**src/rtl/adc_rr_pkg.sv**
```systemverilog
package adc_rr_pkg;
  localparam int DEF_SLOTS = 16;
  localparam int DEF_TRIGS = 4;
  localparam int DEF_CHAN_W = 4;
  localparam int DEF_ACQ_W = 6;
  localparam int DEF_RES_W = 12;

  typedef enum logic {
    CONV_IDLE = 1'b0,
    CONV_BUSY = 1'b1
  } conv_state_e;
endpackage

```
**src/rtl/adc_rr_pick.sv**
```systemverilog
module adc_rr_pick #(
  parameter int N  = 16,
  parameter int IW = $clog2(N)
) (
  input  logic [N-1:0]  req,
  input  logic [IW-1:0] start,
  output logic          found,
  output logic [IW-1:0] idx
);
  // Lowest rotated distance from start wins; later loop passes override.
  always_comb begin
    found = 1'b0;
    idx   = '0;
    for (int k = N - 1; k >= 0; k--) begin
      if (req[(int'(start) + k) % N]) begin
        found = 1'b1;
        idx   = IW'((int'(start) + k) % N);
      end
    end
  end
endmodule

```
**src/rtl/adc_rr_slot_regs.sv**
```systemverilog
module adc_rr_slot_regs #(
  parameter int NUM_SLOTS = 16,
  parameter int TSEL_W    = 3,
  parameter int CHAN_W    = 4,
  parameter int ACQ_W     = 6,
  parameter int RES_W     = 12,
  parameter int IW        = $clog2(NUM_SLOTS)
) (
  input  logic                                clk,
  input  logic                                rst_n,
  input  logic                                cfg_we,
  input  logic [IW-1:0]                       cfg_slot,
  input  logic [TSEL_W-1:0]                   cfg_tsel,
  input  logic [CHAN_W-1:0]                   cfg_chan,
  input  logic [ACQ_W-1:0]                    cfg_acq,
  input  logic                                res_we,
  input  logic [IW-1:0]                       res_slot,
  input  logic [RES_W-1:0]                    res_data,
  input  logic [IW-1:0]                       rd_slot,
  output logic [RES_W-1:0]                    rd_data,
  output logic [NUM_SLOTS-1:0][TSEL_W-1:0]    tsel,
  output logic [NUM_SLOTS-1:0][CHAN_W-1:0]    chan,
  output logic [NUM_SLOTS-1:0][ACQ_W-1:0]     acq
);
  logic [NUM_SLOTS-1:0][TSEL_W-1:0] tsel_q, tsel_d;
  logic [NUM_SLOTS-1:0][CHAN_W-1:0] chan_q, chan_d;
  logic [NUM_SLOTS-1:0][ACQ_W-1:0]  acq_q,  acq_d;
  logic [NUM_SLOTS-1:0][RES_W-1:0]  res_q,  res_d;

  always_comb begin
    tsel_d = tsel_q;
    chan_d = chan_q;
    acq_d  = acq_q;
    res_d  = res_q;
    if (cfg_we) begin
      tsel_d[cfg_slot] = cfg_tsel;
      chan_d[cfg_slot] = cfg_chan;
      acq_d[cfg_slot]  = cfg_acq;
    end
    if (res_we) begin
      res_d[res_slot] = res_data;
    end
  end

  always_ff @(posedge clk or negedge rst_n) begin
    if (!rst_n) begin
      tsel_q <= '0;
      chan_q <= '0;
      acq_q  <= '0;
      res_q  <= '0;
    end else begin
      tsel_q <= tsel_d;
      chan_q <= chan_d;
      acq_q  <= acq_d;
      res_q  <= res_d;
    end
  end

  assign tsel    = tsel_q;
  assign chan    = chan_q;
  assign acq     = acq_q;
  assign rd_data = res_q[rd_slot];
endmodule

```
**src/rtl/adc_rr_trig_map.sv**
```systemverilog
module adc_rr_trig_map #(
  parameter int NUM_SLOTS = 16,
  parameter int NUM_TRIG  = 4,
  parameter int TSEL_W    = 3,
  parameter int IW        = $clog2(NUM_SLOTS)
) (
  input  logic                             clk,
  input  logic                             rst_n,
  input  logic                             oneshot,
  input  logic [NUM_TRIG-1:0]              evt,
  input  logic [NUM_SLOTS-1:0][TSEL_W-1:0] tsel,
  output logic [NUM_SLOTS-1:0]             hw_set
);
  localparam logic [IW-1:0] LAST = IW'(NUM_SLOTS - 1);

  logic [NUM_TRIG-1:0][NUM_SLOTS-1:0] match;
  logic [NUM_TRIG-1:0][IW-1:0]        os_ptr_q, os_ptr_d, os_start, os_idx;
  logic [NUM_TRIG-1:0]                os_found;

  for (genvar t = 0; t < NUM_TRIG; t++) begin : g_trig
    for (genvar s = 0; s < NUM_SLOTS; s++) begin : g_slot
      assign match[t][s] = (tsel[s] == TSEL_W'(t + 1));
    end

    assign os_start[t] = (os_ptr_q[t] == LAST) ? '0 : os_ptr_q[t] + 1'b1;

    adc_rr_pick #(.N(NUM_SLOTS), .IW(IW)) u_os_pick (
      .req   (match[t]),
      .start (os_start[t]),
      .found (os_found[t]),
      .idx   (os_idx[t])
    );

    // Rotation pointer only moves when a gated event actually serves a slot.
    always_comb begin
      os_ptr_d[t] = os_ptr_q[t];
      if (oneshot && evt[t] && os_found[t]) begin
        os_ptr_d[t] = os_idx[t];
      end
    end

    always_ff @(posedge clk or negedge rst_n) begin
      if (!rst_n) begin
        os_ptr_q[t] <= LAST;
      end else begin
        os_ptr_q[t] <= os_ptr_d[t];
      end
    end

    p_os_ptr_hold_r6: assert property (@(posedge clk) disable iff (!rst_n)
      (!oneshot || !evt[t]) |=> $stable(os_ptr_q[t]));
  end

  always_comb begin
    hw_set = '0;
    for (int t = 0; t < NUM_TRIG; t++) begin
      if (evt[t]) begin
        if (oneshot) begin
          if (os_found[t]) begin
            hw_set[os_idx[t]] = 1'b1;
          end
        end else begin
          hw_set = hw_set | match[t];
        end
      end
    end
  end

  p_oneshot_single_r6: assert property (@(posedge clk) disable iff (!rst_n)
    oneshot |-> ($countones(hw_set) <= $countones(evt)));
endmodule

```
**src/rtl/adc_rr_sched.sv**
```systemverilog
module adc_rr_sched #(
  parameter int NUM_SLOTS = adc_rr_pkg::DEF_SLOTS,
  parameter int NUM_TRIG  = adc_rr_pkg::DEF_TRIGS,
  parameter int CHAN_W    = adc_rr_pkg::DEF_CHAN_W,
  parameter int ACQ_W     = adc_rr_pkg::DEF_ACQ_W,
  parameter int RES_W     = adc_rr_pkg::DEF_RES_W,
  localparam int IW       = $clog2(NUM_SLOTS),
  localparam int TSEL_W   = $clog2(NUM_TRIG + 1)
) (
  input  logic                 clk,
  input  logic                 rst_n,
  input  logic                 cfg_we,
  input  logic [IW-1:0]        cfg_slot,
  input  logic [TSEL_W-1:0]    cfg_tsel,
  input  logic [CHAN_W-1:0]    cfg_chan,
  input  logic [ACQ_W-1:0]     cfg_acq,
  input  logic                 force_we,
  input  logic [NUM_SLOTS-1:0] force_data,
  input  logic                 ovf_clr_we,
  input  logic [NUM_SLOTS-1:0] ovf_clr_data,
  input  logic                 oneshot_en,
  input  logic [NUM_TRIG-1:0]  trig_hw,
  input  logic [NUM_TRIG-1:0]  trig_sw,
  output logic                 conv_start,
  output logic [CHAN_W-1:0]    conv_chan,
  output logic [ACQ_W-1:0]     conv_acq,
  input  logic                 conv_done,
  input  logic [RES_W-1:0]     conv_result,
  input  logic [IW-1:0]        rd_slot,
  output logic [RES_W-1:0]     rd_data,
  output logic [NUM_SLOTS-1:0] pend_flags,
  output logic [NUM_SLOTS-1:0] ovf_flags,
  output logic                 busy
);
  import adc_rr_pkg::*;

  localparam logic [IW-1:0] LAST = IW'(NUM_SLOTS - 1);

  // Reset: asserted asynchronously, released on a clock edge.
  logic [1:0] rst_meta_q;
  logic       rst_int_n;

  always_ff @(posedge clk or negedge rst_n) begin
    if (!rst_n) begin
      rst_meta_q <= 2'b00;
    end else begin
      rst_meta_q <= {rst_meta_q[0], 1'b1};
    end
  end
  assign rst_int_n = rst_meta_q[1];

  logic [NUM_SLOTS-1:0][TSEL_W-1:0] tsel;
  logic [NUM_SLOTS-1:0][CHAN_W-1:0] chan;
  logic [NUM_SLOTS-1:0][ACQ_W-1:0]  acq;
  logic [NUM_SLOTS-1:0]             hw_set, force_set, set_mask, issue_mask;
  logic [NUM_SLOTS-1:0]             pend_q, pend_d, ovf_q, ovf_d, clr_mask;
  conv_state_e                      state_q, state_d;
  logic [IW-1:0]                    rr_ptr_q, rr_ptr_d, cur_q, cur_d, pick_idx;
  logic                             pick_found, issue, done_ok;
  logic                             start_q, start_d;
  logic [CHAN_W-1:0]                chan_q, chan_d;
  logic [ACQ_W-1:0]                 acq_q, acq_d;

  adc_rr_slot_regs #(
    .NUM_SLOTS(NUM_SLOTS), .TSEL_W(TSEL_W), .CHAN_W(CHAN_W),
    .ACQ_W(ACQ_W), .RES_W(RES_W), .IW(IW)
  ) u_regs (
    .clk      (clk),
    .rst_n    (rst_int_n),
    .cfg_we   (cfg_we),
    .cfg_slot (cfg_slot),
    .cfg_tsel (cfg_tsel),
    .cfg_chan (cfg_chan),
    .cfg_acq  (cfg_acq),
    .res_we   (done_ok),
    .res_slot (cur_q),
    .res_data (conv_result),
    .rd_slot  (rd_slot),
    .rd_data  (rd_data),
    .tsel     (tsel),
    .chan     (chan),
    .acq      (acq)
  );

  adc_rr_trig_map #(
    .NUM_SLOTS(NUM_SLOTS), .NUM_TRIG(NUM_TRIG), .TSEL_W(TSEL_W), .IW(IW)
  ) u_trig (
    .clk     (clk),
    .rst_n   (rst_int_n),
    .oneshot (oneshot_en),
    .evt     (trig_hw | trig_sw),
    .tsel    (tsel),
    .hw_set  (hw_set)
  );

  adc_rr_pick #(.N(NUM_SLOTS), .IW(IW)) u_arb (
    .req   (pend_q),
    .start (rr_ptr_q),
    .found (pick_found),
    .idx   (pick_idx)
  );

  assign force_set = force_we ? force_data : '0;
  assign clr_mask  = ovf_clr_we ? ovf_clr_data : '0;
  assign set_mask  = force_set | hw_set;
  assign issue     = (state_q == CONV_IDLE) && pick_found;
  assign done_ok   = (state_q == CONV_BUSY) && conv_done;

  always_comb begin
    issue_mask = '0;
    if (issue) begin
      issue_mask[pick_idx] = 1'b1;
    end
  end

  // Pending and overflow flags: a new set wins over the issue clear.
  always_comb begin
    pend_d = (pend_q & ~issue_mask) | set_mask;
    ovf_d  = (ovf_q & ~clr_mask) | (set_mask & pend_q & ~issue_mask);
  end

  // Issue / completion handshake.
  always_comb begin
    state_d  = state_q;
    rr_ptr_d = rr_ptr_q;
    cur_d    = cur_q;
    chan_d   = chan_q;
    acq_d    = acq_q;
    start_d  = 1'b0;
    if (issue) begin
      state_d = CONV_BUSY;
      cur_d   = pick_idx;
      chan_d  = chan[pick_idx];
      acq_d   = acq[pick_idx];
      start_d = 1'b1;
    end else if (done_ok) begin
      state_d  = CONV_IDLE;
      rr_ptr_d = (cur_q == LAST) ? '0 : cur_q + 1'b1;
    end
  end

  always_ff @(posedge clk or negedge rst_int_n) begin
    if (!rst_int_n) begin
      pend_q   <= '0;
      ovf_q    <= '0;
      state_q  <= CONV_IDLE;
      rr_ptr_q <= '0;
      cur_q    <= '0;
      chan_q   <= '0;
      acq_q    <= '0;
      start_q  <= 1'b0;
    end else begin
      pend_q   <= pend_d;
      ovf_q    <= ovf_d;
      state_q  <= state_d;
      rr_ptr_q <= rr_ptr_d;
      cur_q    <= cur_d;
      chan_q   <= chan_d;
      acq_q    <= acq_d;
      start_q  <= start_d;
    end
  end

  assign conv_start = start_q;
  assign conv_chan  = chan_q;
  assign conv_acq   = acq_q;
  assign pend_flags = pend_q;
  assign ovf_flags  = ovf_q;
  assign busy       = (state_q == CONV_BUSY);

  p_force_sets_r2: assert property (@(posedge clk) disable iff (!rst_int_n)
    force_we |=> ((pend_q & $past(force_data)) == $past(force_data)));

  p_single_flight_r3: assert property (@(posedge clk) disable iff (!rst_int_n)
    conv_start |-> ($past(state_q) == CONV_IDLE));

  p_issue_pending_r4: assert property (@(posedge clk) disable iff (!rst_int_n)
    issue |-> pend_q[pick_idx]);

  p_pend_clear_r9: assert property (@(posedge clk) disable iff (!rst_int_n)
    (issue && !set_mask[pick_idx]) |=> !pend_q[$past(pick_idx)]);

  p_ovf_sticky_r10: assert property (@(posedge clk) disable iff (!rst_int_n)
    !ovf_clr_we |=> ((ovf_q & $past(ovf_q)) == $past(ovf_q)));
endmodule

```
**config.mk**
```make
export PLATFORM = sky130hd
export DESIGN_NAME = adc_rr_sched
export DESIGN_NICKNAME = d
export VERILOG_FILES = /design/src/rtl/adc_rr_pkg.sv /design/src/rtl/adc_rr_pick.sv /design/src/rtl/adc_rr_slot_regs.sv /design/src/rtl/adc_rr_trig_map.sv /design/src/rtl/adc_rr_sched.sv
export SDC_FILE = /design/constraint.sdc
export NUM_CORES = 1
export LEC_CHECK = 0
export BUFFER_PORTS_ARGS = -buffer_cell sky130_fd_sc_hd__buf_2
export CAP_MARGIN = 10
export CORE_MARGIN = 5
export CORE_UTILIZATION = 50
export CTS_CLUSTER_SIZE = 14
export DETAILED_ROUTE_END_ITERATION = 8
export PLACE_DENSITY = 0.67
export SETUP_SLACK_MARGIN = 0.02
export SYNTH_ARGS = -nofsm -noshare
export SYNTH_HDL_FRONTEND = slang
export SYNTH_SLANG_ARGS = --single-unit
```
**constraint.sdc**
```tcl
create_clock -name clk -period 13.5 [get_ports clk]
set_clock_uncertainty 0.05 [all_clocks]
set_input_delay 1.35 -clock clk [delete_from_list [all_inputs] [get_ports clk]]
set_output_delay 1.35 -clock clk [all_outputs]
set_load 0.02 [all_outputs]
```
Word level (Yosys, flattened, before mapping):

Index checks and enable logic that the tools add are counted.

* output and inout bits: 56
* bits in registers: 470
* bits of input ports: 80

* bitwise gates (word level): 93
* add/sub/neg operators: 80
* reduce and logical (&&, ||, !) cells: 94
* muxes and demuxes: 446
* magnitude comparators: 95
* eq/ne operators: 69

Operators with widths (count)
* less-than comparator 5 x 6 -> 1 bit (second input constant): 75
* two-way mux 4 bit: 87
* binary-select mux 1 bit (select 4 bit): 80
* OR reduction 4 bit: 75
* two-way mux 1 bit: 243
* two-way mux 16 bit: 15
* bitwise mux 192 bit: 1
* adder 4 bit (second input constant): 40
* bitwise OR 16 bit: 9
* bitwise mux 96 bit: 1
* equality test 3 x 2 -> 1 bit (second input constant): 32
* adder 4 x 3 -> 4 bit (second input constant): 20
* bitwise AND 1 bit (first input constant): 75
* less-than comparator 4 x 5 -> 1 bit (second input constant): 13
* bitwise AND 16 bit: 4
* bitwise mux 64 bit: 1
* binary-select mux 12 bit (select 4 bit): 1
* bitwise mux 48 bit: 1
* demux 12 bit (select 4 bit): 1
* equality test 3 x 1 -> 1 bit (second input constant): 16
* equality test 3 bit (second input constant): 16
* adder 4 x 1 -> 4 bit (second input constant): 10
* adder 4 x 2 -> 4 bit (second input constant): 10
* inverter 16 bit: 2
* other kinds (16): 49

Longest topological paths before layout:

Gate-level depths: netlist of run 1.

* depth after elaboration: 47
* gate-level depth with buffers: 22
* mapped depth without buffers: 16

Modules after synthesis:

A second synthesis of run 1 with hierarchy kept.

* cells, all modules: 3003
* area, all modules: 34413.0 um^2

Modules (own cells, without submodules)
* adc_rr_slot_regs: instances 1, cells an instance 1015, area each 16509.6 um^2
* adc_rr_pick: instances 5, cells an instance 259, area each 2328.5 um^2
* adc_rr_sched: instances 1, cells an instance 335, area each 3477.1 um^2
* adc_rr_trig_map: instances 1, cells an instance 358, area each 2783.9 um^2

Worst setup path after synthesis of run 1:

Ideal clock, no wire load.

* kind: flip-flop to flip-flop
* from: register u_trig.os_ptr_q[1] in the netlist's numbering
* to: register ovf_q[2], in the netlist ovf_flags[2]
* cell stages (with the launch flop): 18
* setup time: 0.130 ns
* slack: 8.558 ns
* arrival: 4.762 ns
* buffers on the path: 3
* path through: dfstp_2 > ha_1 > buf_2 > inv_1 > buf_1 > clkbuf_1 > ha_1 > a21boi_0 > xnor2_1 > mux4_2 > a211o_1 > a31oi_1 > and3b_1 > o31ai_4 > nor2b_1 > and3_1 > a2111oi_2 > o21ai_1

* longest elaborated chain between the ends: 45

Ends and longest elaborated chain
* start, declared: line adc_rr_trig_map.sv:17 `logic [NUM_TRIG-1:0][IW-1:0] os_ptr_q, os_ptr_d, os_start, os_idx;`
* start signal, assigned by index: line adc_rr_trig_map.sv:46 `os_ptr_q[t] <= os_ptr_d[t];`
* adder 4 x 1 -> 4 bit or equality test 4 bit (tied branches): line adc_rr_trig_map.sv:25 `assign os_start[t] = (os_ptr_q[t] == LAST) ? '0 : os_ptr_q[t] + 1'b1;`
* two-way mux 4 bit (*): line adc_rr_trig_map.sv:25
* adder 4 bit: line adc_rr_pick.sv:15, adc_rr_pick.sv:17
* binary-select mux 1 bit (select 4 bit): line adc_rr_pick.sv:15 `if (req[(int'(start) + k) % N]) begin`
* two-way mux 1 bit (not written as such) (2 in series): line adc_rr_pick.sv:15
* two-way mux 4 bit (16 in series): line adc_rr_pick.sv:15
* less-than comparator 4 x 5 -> 1 bit (not written as such) or greater-or-equal comparator 4 x 1 -> 1 bit (tied branches): line adc_rr_trig_map.sv:60 `hw_set[os_idx[t]] = 1'b1;`
* logical AND 1 bit (not written as such): line adc_rr_trig_map.sv:60
* [13 not listed]
* bitwise OR 16 bit (no source line)
* two-way mux 16 bit: line adc_rr_trig_map.sv:59 `if (os_found[t]) begin`
* two-way mux 16 bit: line adc_rr_trig_map.sv:58 `if (oneshot) begin`
* two-way mux 16 bit (*): line adc_rr_trig_map.sv:57 `if (evt[t]) begin`
* bitwise OR 16 bit (*): line adc_rr_sched.sv:105 `assign set_mask = force_set | hw_set;`
* bitwise AND 16 bit (*) (2 in series): line adc_rr_sched.sv:119 `ovf_d = (ovf_q & ~clr_mask) | (set_mask & pend_q & ~issue_mask);`
* bitwise OR 16 bit (*): line adc_rr_sched.sv:119
* net ovf_d[2]: line adc_rr_sched.sv:56 `logic [NUM_SLOTS-1:0] pend_q, pend_d, ovf_q, ovf_d, clr_mask;`
* end signal, assigned: line adc_rr_sched.sv:154 `ovf_q <= ovf_d;`
* end, declared: line adc_rr_sched.sv:56

Mark *: on every way through the listed nets, which the timed path passes. The rest lies on a longest branch. The select of a mux whose other input is x is not followed.
A chain may end at the register's enable or synchronous reset.

Worst setup path in the final report of run 1:

* from: register rr_ptr_q[1]
* to: register acq_q[4], in the netlist conv_acq[4]

* longest elaborated chain between the ends: 22

Ends and longest elaborated chain
* start, declared: line adc_rr_sched.sv:58 `logic [IW-1:0] rr_ptr_q, rr_ptr_d, cur_q, cur_d, pick_idx;`
* start signal, assigned: line adc_rr_sched.sv:156 `rr_ptr_q <= rr_ptr_d;`
* adder 4 bit: line adc_rr_pick.sv:15, adc_rr_pick.sv:17
* binary-select mux 1 bit (select 4 bit): line adc_rr_pick.sv:15
* two-way mux 1 bit (not written as such) (2 in series): line adc_rr_pick.sv:15
* two-way mux 4 bit (16 in series): line adc_rr_pick.sv:15
* binary-select mux 6 bit (select 4 bit): line adc_rr_sched.sv:134 `acq_d = acq[pick_idx];`
* two-way mux 6 bit (not written as such): line adc_rr_sched.sv:134
* end signal, assigned: line adc_rr_sched.sv:159 `acq_q <= acq_d;`
* end, declared: line adc_rr_sched.sv:62 `logic [ACQ_W-1:0] acq_q, acq_d;`

Several ways; a longest one is shown, not always the timed one. The select of a mux whose other input is x is not followed.

==> results of run 1 <==
==> registers in the layout, indices dropped and copies added (netlist names) <==
name / count
pend_flags: 16
conv_start: 1
conv_acq: 6
rst_meta_q: 2
u_trig.os_ptr_q: 16
ovf_flags: 16
rr_ptr_q: 4
u_regs.res_q: 192
conv_chan: 4
u_regs.chan: 64
busy: 1
u_regs.acq: 96
u_regs.tsel: 48
cur_q: 4
==> final timing paths <==
| check | start | to | slack [ns] | cells after the start |
|---|---|---|---|---|
| setup / recovery | rr_ptr_q[1] | conv_acq[4] | 6.79 | 16 |
| hold / removal | rst_meta_q[0] | rst_meta_q[1] | 0.30 | 0 |
| setup reg to reg | rr_ptr_q[1] | conv_acq[4] | 6.79 | 16 |
| hold reg to reg | rst_meta_q[0] | rst_meta_q[1] | 0.30 | 0 |
| max in group asynchronous | rst_meta_q[1] | u_regs.res_q[56] | 9.77 | 3 |
| min in group asynchronous | rst_meta_q[1] | u_regs.acq[2] | 0.42 | 0 |
==> routing by layer <==
| metal | wire length, um | share of wire (%) | vias up | global-route usage [%] |
|---|---|---|---|---|
| li1 | - | - | 13000 | - |
| met1 | 50400 | 43 | 15100 | 41.8 |
| met2 | 53200 | 45 | 1401 | 44.9 |
| met3 | 8780 | 7.5 | 292 | 4.07 |
| met4 | 5030 | 4.3 | 2 | 10.9 |
| met5 | 20 | 0.017 | - | 0 |
==> kinds of logic (layout without fill, tap and decap cells) <==
| kind of cell | Yosys count | in the layout | synth area share, % |
|---|---|---|---|
| AO/OA/AOI/OAI | 720 | 720 | 14.5 |
| adder cells (fa/ha/maj) | 39 | 39 | 1.35 |
| flip-flops | 470 | 470 | 32.5 |
| XOR/XNOR | 48 | 48 | 1.26 |
| buffers and inverters | 305 | 331 | 3.97 |
| other | 1 | 5 | 0.0103 |
| multiplexers | 939 | 939 | 33.1 |
| AND/OR/NAND/NOR | 853 | 853 | 13.3 |
==> area by class of cell <==
type                       count  area share (%)
multi-input combinational   2600            59.0
sequential                   470            30.2
clock buffer                  70            3.73
tap                          950            3.04
timing repair buffer         188            2.79
clock inverter                22           0.768
inverter                      51           0.490
antenna                        4          0.0256
==> synthesized netlist by cell type (all sizes together) (26+ instances only) <==
| library cell | number |
|---|---|
| nand2b | 26 |
| dfrtp | 454 |
| o21ai | 137 |
| nor3 | 47 |
| or3b | 36 |
| clkbuf | 134 |
| nand2 | 203 |
| mux4 | 153 |
| xnor2 | 40 |
| mux2i | 304 |
| nor2 | 132 |
| nand3 | 61 |
| a31oi | 34 |
| o31ai | 30 |
| and2 | 41 |
| ha | 39 |
| nor3b | 45 |
| a211oi | 37 |
| a21oi | 109 |
| o22ai | 52 |
| buf | 120 |
| nor2b | 28 |
| inv | 45 |
| nand3b | 42 |
| mux2 | 482 |
==> metrics by stage <==
step	worst slack, ns	utilization, %	std cells	cell area, um2
global route	6.43	54.5	4353	39100
finish	6.79	54.5	4355	39100
global placement	7.02	52.0	4259	37300
floorplan	5.81	-	3375	36300
detailed placement	6.84	52.0	4259	37300
CTS	6.88	54.5	4351	39100
==> worst max-delay path, cell delays in order, from the launching register on <==
cell	delay, ns
dfrtp_1	0.32
buf_4	0.31
clkinv_1	0.41
ha_1	1.03
mux2i_1	0.21
mux4_2	0.60
mux2i_2	0.44
nor2_1	0.13
a221oi_1	0.26
a21oi_1	0.06
o21ai_0	0.23
and3_4	0.73
buf_4	0.74
mux2i_1	0.16
a22o_1	0.25
a2111oi_0	0.44
o32a_1	0.24
==> flow_metrics.tcl, run 1 <==
set metrics [dict create \
    outcome "completed" \
    routabilityCongestion 1.00 \
    mostFrequentLayoutCell "mux2_2" \
    cts_inserted_buffers 50 \
    layout_common_cells "mux2_2, dfrtp_1, mux2i_1" \
    syn-cell-area_um2 36300 \
    tns_ns 0 \
    hold_class "flop to flop" \
    die_h_um 279 \
    synth-edff-count 0 \
    antenna_found_initial 7 \
    antenna_left 0 \
    synth_area_per_cell_um2 10.7 \
    cts_setup_buffers 0 \
    async_reset_ff_share_pct 100 \
    synth_cell_types 119 \
    cp.required_ns 14.01 \
    slew_viol_final 0 \
    core.rowCount 98 \
    multi_input_area_um2 23100 \
    yosysWarnings 0 \
    hpwlAfterDp_um 83200 \
    core_um2 71700 \
    slew_headroom_pct 17.1 \
    cp-start-kind "flop" \
    insertion_delay_ns 0.63 \
    cp.arrival_ns 7.23 \
    drt_iter0_markers 3129 \
    clkSinkCount 470 \
    syn-num-nets 3494 \
    yosys-top-cells-area "dfrtp_1, mux2_2, mux4_2, mux2i_1, nand2_1" \
    drv_cap 0 \
    fmax_ghz 0.149 \
    start_util_pct 50.5 \
    areaGrowthSynthToFinish_pct 7.82 \
    worstPathMaxFanout 46 \
    fin_crit_sh_pct 49.7 \
    dr.pass1.iters 7 \
    worst_pin_slew_ns 1.24 \
    grt_pass1_vias 28400 \
    grt_usage_pct 29.0 \
    yosys.area.top_type "dfrtp_1" \
    port_buffers 135 \
    whs_ns 0.302 \
    vias_per_cell 6.84 \
    finalSetupViolCount 0 \
    drive_gt1_share_pct 31.2 \
    avgRoutedWirePerCell_um 27.0 \
    ys_ff_latch 470 \
    root_buffer "clkbuf_16" \
    synth_top_flop_cell "dfrtp_1" \
    final-hold-violation-count 0 \
    worstSetupEndpointType "flop" \
    grt_start_max_net_pins 171 \
    ys_seq_area_share_pct 32.5 \
    die_area_um2 78000 \
    synthCells 3375 \
    fillers 6321 \
    grt_pass1_wl_um 179000 \
    cts_resized 0 \
    cts_max_level 2 \
    num_vias 29800 \
    rsz0062_at_grt "false" \
    grt_overflow_total 0 \
    drc_errors 0 \
    layout.area.seq_um2 11800 \
    cts_buffer_depth 3 \
    nets 3480 \
    die_w_um 279 \
    totalWireLength_um 117000 \
    synth_top_cell_area_share_pct 31.3 \
    cts-hold-fix-buffers 0 \
    ios 136 \
    setup.worst_path.class "flop to flop" \
    cts_tree "built" \
    layout_min_cycle_time_ns 6.71 \
    clk_pin_slew_worst_paths_ns 0.06 \
]
Power of run 1 is left out: the tool's default activity adds up to more than one toggle a clock period on the data nets, which glitch-free logic cannot reach.
==> run 2: changes to the inputs <==
clock period = 5.4 ns   (was 13.5 ns; I/O delays follow)
==> flow_metrics.tcl, run 2 (synthesis results as in run 1) <==
set metrics [dict create \
    setup.worst_path.class "flop to flop" \
    clk_pin_slew_worst_paths_ns 0.06 \
    cts_max_level 2 \
    largest_reg_flops 192 \
    finalSetupViolCount 0 \
    cts_tree "built" \
    grt_pass1_vias 29900 \
    nets 3605 \
    rsz0062_at_grt "false" \
    worstPathMaxFanout 10 \
    port_buffers 135 \
    crit_start "u_trig.os_ptr_q[0]" \
    vias_per_cell 6.84 \
    layout_min_cycle_time_ns 5.15 \
    grt_pass1_wl_um 190000 \
    ios 136 \
    root_buffer "clkbuf_16" \
    insertion_delay_ns 0.61 \
    r2r-start "u_trig.os_ptr_q[0]" \
    core.rowCount 98 \
    slew_headroom_pct 23.0 \
    grt_overflow_total 0 \
    areaGrowthSynthToFinish_pct 10.3 \
    fillers 6196 \
    avgRoutedWirePerCell_um 28.1 \
    reg2reg_slack_ns 0.25 \
    die_h_um 279 \
    core_um2 71700 \
    num_vias 30600 \
    fin_crit_sh_pct 95.4 \
    grt_usage_pct 31.2 \
    cts_inserted_buffers 49 \
    cp-start-kind "flop" \
    mostFrequentLayoutCell "mux2_2" \
    dr.pass1.iters 6 \
    clkSinkCount 470 \
    multi_input_area_um2 23100 \
    die_area_um2 78000 \
    placed_cells 4377 \
    hold_class "flop to async pin" \
    start_util_pct 50.5 \
    antenna_found_initial 4 \
    slew_viol_final 0 \
    final-hold-violation-count 0 \
    layout.area.seq_um2 11800 \
    largest_register "u_regs.res_q" \
    cp.arrival_ns 5.57 \
    die_w_um 279 \
    layout_common_cells "mux2_2, dfrtp_1, mux2i_1" \
    routabilityCongestion 1.02 \
    totalWireLength_um 126000 \
    fmax_ghz 0.194 \
    drc_errors 0 \
    cts_buffer_depth 3 \
    cp.required_ns 5.82 \
    antenna_left 0 \
    drv_cap 0 \
    worstSetupEndpointType "flop" \
    hpwlAfterDp_um 91600 \
    fin_cells 4473 \
    drive_gt1_share_pct 33.7 \
    drt_iter0_markers 3619 \
    outcome "completed" \
    worst_pin_slew_ns 1.15 \
    grt_start_max_net_pins 171 \
    tns_ns 0 \
]
run 2: cell count changes in the layout (fill, tap and decap cells not counted), sizes merged:
cell / change
diode: -1
bufinv: -3
buf: +125
clkinv: +2
dlygate4sd3: +1
clkbuf: -4
clkinvlp: -2
run 2: path summary, 6_finish.rpt:
check	end	cells past startpoint
max	ovf_flags[13]	16
min	u_regs.chan[20]	0
max reg2reg	ovf_flags[13]	16
min reg2reg	u_regs.chan[20]	0
max in group asynchronous	u_regs.res_q[191]	1
min in group clk	ovf_flags[13]	4
run 2: cell type report:
type                    instances  area share (%)
diodes                          3          0.0188
clock buffers                  66            3.45
clock inverters                19           0.457
inverters                      51           0.479
multi-input cells            2600            57.8
flip-flops and latches        470            29.5
well taps                     950            2.97
repair buffers                314            5.35
run 2: repair_timing:
action                                 4_1_cts  5_1_grt
resized for setup                            0       10
buffers inserted                             0        6
hold buffers                                 1        0
setup endpoints to repair                    0       21
endpoints found under the hold margin        2        0
run 2: metrics by stage:
stage / area, um2 / hold WS (ns) / setup WS, ns / util [%]
2_1_floorplan: 36300 / 0.194 / 0.458 / -
3_3_place_gp: 38300 / 0.194 / 0.183 / 53.4
3_5_place_dp: 38300 / 0.204 / 0.178 / 53.4
4_1_cts: 39900 / 0.177 / 0.103 / 55.6
5_1_grt: 40000 / 0.191 / 0.0351 / 55.7
6_report: 40000 / 0.188 / 0.246 / 55.7
run 2: critical path, stage by stage, from the launching register on:
cell and delay (ns):
dfstp_2 0.65, ha_1 0.38, xnor2_1 0.20, inv_2 0.15, ha_1 0.28, a21boi_0 0.15
a221o_1 0.41, nor2_1 0.40, mux2_2 0.44, a21oi_1 0.34, and4_1 0.28, a31oi_1 0.20
nand3_1 0.22, or2_2 0.17, nor3_1 0.04, a211oi_1 0.53, o21ai_1 0.12
run 2: layer usage:
layer / global-route usage (%) / part of all wire (%) / vias to the layer above
met4: 10.5 / 3.9 / 0
li1: - / - / 13300
met1: 44.1 / 43 / 15500
met5: 0 / 0 / -
met3: 5.73 / 8.3 / 307
met2: 48.7 / 45 / 1562
Power of run 2 is left out for the same reason.
